[config.mk]
export PLATFORM = sky130hd
export DESIGN_NAME = ind_target_pred
export DESIGN_NICKNAME = d
export VERILOG_FILES = /design/src/rtl/itp_pkg.sv /design/src/rtl/itp_hash.sv /design/src/rtl/itp_history.sv /design/src/rtl/itp_lfsr.sv /design/src/rtl/ind_target_pred.sv
export SDC_FILE = /design/constraint.sdc
export NUM_CORES = 2
export LEC_CHECK = 0
export ABC_AREA = 0
export CAP_MARGIN = 20
export CORE_ASPECT_RATIO = 1.1
export CORE_MARGIN = 10
export CORE_UTILIZATION = 35
export CTS_CLUSTER_DIAMETER = 60
export DETAILED_ROUTE_END_ITERATION = 10
export GPL_TIMING_DRIVEN = 0
export PLACE_DENSITY_LB_ADDON = 0.08
export SLEW_MARGIN = 20
export SYNTH_ARGS = -nofsm -noshare
export SYNTH_HDL_FRONTEND = slang
export SYNTH_SLANG_ARGS = --single-unit
[constraint.sdc]
create_clock -name clk -period 7.6 [get_ports clk]
set_clock_uncertainty 0.2 [all_clocks]
set_input_delay 0.76 -clock clk [delete_from_list [all_inputs] [get_ports clk]]
set_output_delay 0.76 -clock clk [all_outputs]
set_load 0.02 [all_outputs]
[src/rtl/itp_pkg.sv]
package itp_pkg;
  typedef enum logic {
    REC_RESTORE = 1'b0,
    REC_REPLAY  = 1'b1
  } rec_mode_e;
endpackage

[src/rtl/itp_hash.sv]
module itp_hash #(
  parameter int PC_W      = 32,
  parameter int IDX_W     = 4,
  parameter int TAG_W     = 8,
  parameter int HIST_W    = 8,
  parameter int PATH_LEN  = 2,
  parameter int SHIFT     = 2,
  parameter bit HASH_HIST = 1'b1,
  parameter bit HASH_PATH = 1'b1
) (
  input  logic [PC_W-1:0]          pc,
  input  logic [HIST_W-1:0]        hist,
  input  logic [PATH_LEN*PC_W-1:0] path,
  output logic [IDX_W-1:0]         idx,
  output logic [TAG_W-1:0]         tag
);
  localparam int STEP = IDX_W / PATH_LEN;

  logic [PC_W-1:0] pc_sh;
  logic [PC_W-1:0] mix;

  assign pc_sh = pc >> SHIFT;
  assign tag   = pc_sh[TAG_W-1:0];

  always_comb begin
    mix = pc_sh;
    if (HASH_HIST) mix = mix ^ PC_W'(hist);
    if (HASH_PATH) begin
      for (int p = 0; p < PATH_LEN; p++) begin
        mix = mix ^ (path[p*PC_W +: PC_W] >> (SHIFT + p*STEP));
      end
    end
    idx = mix[IDX_W-1:0];
  end
endmodule

[src/rtl/itp_history.sv]
module itp_history
  import itp_pkg::*;
#(
  parameter int HIST_W = 8
) (
  input  logic              clk,
  input  logic              rst,
  input  logic              dir_valid,
  input  logic              dir_taken,
  input  logic              rec_valid,
  input  logic              rec_mode,
  input  logic [HIST_W-1:0] rec_ckpt,
  input  logic              rec_taken,
  output logic [HIST_W-1:0] hist
);
  always_ff @(posedge clk) begin
    if (rst) begin
      hist <= '0;
    end else if (rec_valid) begin
      if (rec_mode_e'(rec_mode) == REC_REPLAY) hist <= {rec_ckpt[HIST_W-2:0], rec_taken};
      else                                     hist <= rec_ckpt;
    end else if (dir_valid) begin
      hist <= {hist[HIST_W-2:0], dir_taken};
    end
  end
endmodule

[src/rtl/itp_lfsr.sv]
module itp_lfsr #(
  parameter int          W    = 16,
  parameter logic [15:0] TAPS = 16'hB400
) (
  input  logic         clk,
  input  logic         rst,
  output logic [W-1:0] state
);
  always_ff @(posedge clk) begin
    if (rst) state <= W'(1);
    else     state <= state[0] ? ((state >> 1) ^ W'(TAPS)) : (state >> 1);
  end
endmodule

[src/rtl/ind_target_pred.sv]
module ind_target_pred #(
  parameter int PC_W      = 32,
  parameter int SETS      = 16,
  parameter int WAYS      = 2,
  parameter int TAG_W     = 8,
  parameter int HIST_W    = 8,
  parameter int PATH_LEN  = 2,
  parameter int SHIFT     = 2,
  parameter bit HASH_HIST = 1'b1,
  parameter bit HASH_PATH = 1'b1
) (
  input  logic                     clk,
  input  logic                     rst,
  input  logic                     lk_valid,
  input  logic [PC_W-1:0]          lk_pc,
  input  logic [PATH_LEN*PC_W-1:0] lk_path,
  output logic                     lk_hit,
  output logic [PC_W-1:0]          lk_target,
  output logic [HIST_W-1:0]        lk_ckpt,
  input  logic                     up_valid,
  input  logic [PC_W-1:0]          up_pc,
  input  logic [PATH_LEN*PC_W-1:0] up_path,
  input  logic [HIST_W-1:0]        up_ckpt,
  input  logic [PC_W-1:0]          up_target,
  input  logic                     dir_valid,
  input  logic                     dir_taken,
  input  logic                     rec_valid,
  input  logic                     rec_mode,
  input  logic [HIST_W-1:0]        rec_ckpt,
  input  logic                     rec_taken,
  output logic [HIST_W-1:0]        hist_o
);
  localparam int IDX_W = $clog2(SETS);
  localparam int WAY_W = (WAYS > 1) ? $clog2(WAYS) : 1;
  localparam int RND_W = 16;

  logic [IDX_W-1:0] lk_idx, up_idx;
  logic [TAG_W-1:0] lk_tag, up_tag, lk_tag_q;
  logic             lk_v_q;
  logic [RND_W-1:0] rnd;

  logic [TAG_W-1:0] rd_tag [WAYS];
  logic [PC_W-1:0]  rd_tgt [WAYS];
  logic             rd_vld [WAYS];
  logic [TAG_W-1:0] up_row_tag [WAYS];
  logic             up_row_vld [WAYS];
  logic [WAYS-1:0]  up_match;
  logic [WAYS-1:0]  way_we;
  logic             free_found;
  logic [WAY_W-1:0] free_way, rnd_way, victim;

  itp_hash #(.PC_W(PC_W), .IDX_W(IDX_W), .TAG_W(TAG_W), .HIST_W(HIST_W),
             .PATH_LEN(PATH_LEN), .SHIFT(SHIFT), .HASH_HIST(HASH_HIST),
             .HASH_PATH(HASH_PATH)) u_lk_hash (
    .pc(lk_pc), .hist(hist_o), .path(lk_path), .idx(lk_idx), .tag(lk_tag));

  itp_hash #(.PC_W(PC_W), .IDX_W(IDX_W), .TAG_W(TAG_W), .HIST_W(HIST_W),
             .PATH_LEN(PATH_LEN), .SHIFT(SHIFT), .HASH_HIST(HASH_HIST),
             .HASH_PATH(HASH_PATH)) u_up_hash (
    .pc(up_pc), .hist(up_ckpt), .path(up_path), .idx(up_idx), .tag(up_tag));

  itp_history #(.HIST_W(HIST_W)) u_hist (
    .clk(clk), .rst(rst), .dir_valid(dir_valid), .dir_taken(dir_taken),
    .rec_valid(rec_valid), .rec_mode(rec_mode), .rec_ckpt(rec_ckpt),
    .rec_taken(rec_taken), .hist(hist_o));

  itp_lfsr #(.W(RND_W)) u_lfsr (.clk(clk), .rst(rst), .state(rnd));

  // Per-way storage: tag and target arrays without reset, valid bits with reset.
  for (genvar w = 0; w < WAYS; w++) begin : g_way
    logic [TAG_W-1:0] tag_mem [SETS];
    logic [PC_W-1:0]  tgt_mem [SETS];
    logic [SETS-1:0]  vld;
    logic [TAG_W-1:0] rd_tag_q;
    logic [PC_W-1:0]  rd_tgt_q;
    logic             rd_vld_q;

    always_ff @(posedge clk) begin
      if (way_we[w]) begin
        tag_mem[up_idx] <= up_tag;
        tgt_mem[up_idx] <= up_target;
      end
      if (lk_valid) begin
        rd_tag_q <= tag_mem[lk_idx];
        rd_tgt_q <= tgt_mem[lk_idx];
      end
    end

    always_ff @(posedge clk) begin
      if (rst) begin
        vld      <= '0;
        rd_vld_q <= 1'b0;
      end else begin
        if (way_we[w]) vld[up_idx] <= 1'b1;
        if (lk_valid)  rd_vld_q    <= vld[lk_idx];
      end
    end

    assign rd_tag[w]     = rd_tag_q;
    assign rd_tgt[w]     = rd_tgt_q;
    assign rd_vld[w]     = rd_vld_q;
    assign up_row_tag[w] = tag_mem[up_idx];
    assign up_row_vld[w] = vld[up_idx];
    assign up_match[w]   = up_row_vld[w] && (up_row_tag[w] == up_tag);
  end

  // Victim choice: lowest invalid way, else pseudo-random way.
  assign rnd_way = WAY_W'(rnd % RND_W'(WAYS));

  always_comb begin
    free_found = 1'b0;
    free_way   = '0;
    for (int w = WAYS - 1; w >= 0; w--) begin
      if (!up_row_vld[w]) begin
        free_found = 1'b1;
        free_way   = WAY_W'(w);
      end
    end
    victim = free_found ? free_way : rnd_way;
  end

  always_comb begin
    for (int w = 0; w < WAYS; w++) begin
      if (|up_match) way_we[w] = up_valid && up_match[w];
      else           way_we[w] = up_valid && (victim == WAY_W'(w));
    end
  end

  always_ff @(posedge clk) begin
    if (rst) begin
      lk_v_q   <= 1'b0;
      lk_tag_q <= '0;
      lk_ckpt  <= '0;
    end else begin
      lk_v_q <= lk_valid;
      if (lk_valid) begin
        lk_tag_q <= lk_tag;
        lk_ckpt  <= hist_o;
      end
    end
  end

  always_comb begin
    lk_hit    = 1'b0;
    lk_target = '0;
    for (int w = 0; w < WAYS; w++) begin
      if (lk_v_q && rd_vld[w] && (rd_tag[w] == lk_tag_q)) begin
        lk_hit    = 1'b1;
        lk_target = rd_tgt[w];
      end
    end
  end
endmodule

==> results.yml <==
outcome:
  status: "finished clean"
timing:
  rsz0062_at_grt: "false"
  relSlewSlack_pct: 21.00
  setup_viol: 0
  finalCritPeriodShare_pct: 87.94
  slew_viol_final: 0
  max_freq_mhz: 149.6
  fin_crit_ps: 6683
  hold_viol: 0
  worst_slew_pin_slew_ps: 1185
detailed_routing:
  ant_nets: 0
  totalWireLength_um: 170300
  first_pass_iters: 5
  drt_iter0_drc: 2756
  wl_per_cell_um: 32.15
  routed_via_density: 5.387
  drc: 0
  vias: 28530
global_routing:
  first_global_vias: 30900
  grt_pass1_wl_um: 239900
  antenna_found_initial: 3
  overflow: 0
  grt_max_degree: 45
  grt_usage_pct: 18.98
floorplan:
  start_util_pct: 35.13
  rows: 155
  die_h_um: 442.6
  die_w_um: 404.2
  die_area_um2: 178900
  core_area_um2: 161700
  io_pins: 298
power_and_ir_drop:
  finalPower_mw: 19.90
  power_per_cell_area_nw_per_um2: 293.1
  ir_drop_v: 0.0001472
  leakage_nw: 21.75
setup_path:
  cp-end-kind: "flop"
  r2r-start: "g_way[1].tag_mem[15][6]"
  r2r_slack_ps: 2690
  crit_required_ps: 7900
  arrival_ps: 6980
  crit_type: "input port to flop"
  start_kind: "input port"
  cp-startpoint: "up_pc[5]"
  cp_max_fo: 35
cells_and_area:
  register_area_um2: 42340
  fin_util_pct: 41.97
  syn_to_final_growth_pct: 19.46
  nets: 3304
  fillers: 14240
  multiInputGateArea_um2: 13770
  drive_gt1_share_pct: 35.30
synth:
  ys_seq_elements: 1435
  synth_edf_count: 1360
  yosysWarnings: 0
  synth_cell_types: 38
  syn_inst: 2508
  synth_top_cell_area_share_pct: 71.87
  synth_flop_cell: "edfxtp_1"
  syn-num-nets: 2757
  synthesis.area_um2: 56820
  synth_common_cells: "1360 x edfxtp_1, 482 x mux4_2, 101 x clkbuf_1, 75 x dfxtp_1, 67 x inv_1"
  synthTopCellsByArea: "edfxtp_1 72%, mux4_2 19%, dfxtp_1 2.6%"
  synth_area_per_cell_um2: 22.66
  synth.largest_area_cell: "edfxtp_1"
  synth-seq-area-share_pct: 74.51
  async_reset_ff_share_pct: 0
  synth_most_common_cell: "edfxtp_1"
clocking:
  hold_buffers: 0
  clk_latency_ps: 810
  cts_tree: "yes"
  cts_max_path_buffers: 3
  cts-root-buf: "clkbuf_16"
  post_cts_buffers: 0
  cts_resized: 0
  cts_max_level: 4
  clk_pin_slew_ps: 60
  cts_buffers: 158
  cts_sinks: 1435
placement:
  place_hpwl_um: 120500
  gp_congestion: 0.7752
  io_buffer_count: 131
job:
  max_cap_viol_count: 0
hold_path:
  min_path_type: "input port to flop"
  hp-start: "lk_valid"
metrics by stage:
stage	area [um^2]	worst slack, ps	setup TNS (ps)	std cells	hold WS [ps]
after floorplan	56820	813.5	0	2508	189.5
after global placement	60780	-7514	-9014910	4758	203.9
after detailed placement	63080	215.7	0	5014	204.3
after CTS	67980	1052	0	5295	183.6
after global routing	67880	887.3	0	5295	198.8
final	67880	916.8	0	5296	205.6
area by class of cell:
type,count,area share (%)
timing repair buffer,387,4.806
antenna,1,0.003687
clock buffer,195,6.030
clock inverter,86,1.185
multi-input combinational,860,20.28
buffer,146,1.038
inverter,67,0.3705
tap,2119,3.906
sequential,1435,62.38
per-layer routing:
metal  wire length [um]  vias up  part of all wire [%]  global-route usage [%]
li1                   -    11770                     -                       -
met1              69650    15700                    41                   24.54
met2              87730      845                    52                   32.80
met3               8591      219                   5.0                   3.124
met4               4289        2                   2.5                   5.500
met5                 12        -                0.0070                       0
registers in the layout, summed over array words and instances (netlist names), 16 cells and up:
register and cells:
g_way.rd_tgt_q 64, u_lfsr.state 16, g_way.rd_tag_q 16, g_way.tag_mem 256
g_way.tgt_mem 1024, g_way.vld 32
cell usage in the layout (no fill, tap or decap), drive strengths merged:
cell type         n
a211oi           16
a221oi            4
diode             1
nor2             47
nor3             34
clkinv           63
inv              78
edfxtp         1360
xor2             10
xnor2            51
nand3b            2
buf             328
a21oi             1
mux4            482
clkbuf          296
and3              2
nand2            13
nor4              7
or2               5
a22o              4
nand4             5
nand3            38
nor2b            21
bufinv            8
or4               1
dfxtp            75
o32ai            32
or3               4
clkdlybuf4s50   104
mux2i            44
o21ai            33
o22ai             1
clkinvlp          4
o21a              1
a31oi             2
path summary, 6_finish.rpt:
| check | endpoint | depth (start not counted) |
|---|---|---|
| max | g_way[1].tgt_mem[7][12] | 16 |
| max reg2reg | g_way[1].tgt_mem[7][12] | 13 |
| min | g_way[1].rd_tag_q[0] | 1 |
| min reg2reg | u_lfsr.state[0] | 1 |
critical path, cell delays in order:
cell and delay [ps]:
buf_2 640, xnor2_1 270, xor2_2 750, nand2_1 830, nor2_1 320, nor4_1 100
xnor2_1 400, nand4_1 230, or4_4 640, o21a_4 170, buf_2 210, nor3_2 640
buf_4 310, buf_4 210, buf_4 220, buf_4 220
report_power, final:
part	switching (mW)	leakage, nW	internal [mW]
registers	0.108	12.9	9.04
logic	1.90	6.44	1.49
clock network	3.22	2.39	4.13
total	5.23	21.8	14.7
cell families after synthesis:
group,Yosys count,synth area share [%]
buffers and inverters,213,1.572
XOR/XNOR,61,0.9667
AO/OA/AOI/OAI,94,1.480
flip-flops,1435,74.51
AND/OR/NAND/NOR,179,1.588
multiplexers,526,19.88
Note: power is estimated with default switching activity, not from simulation.
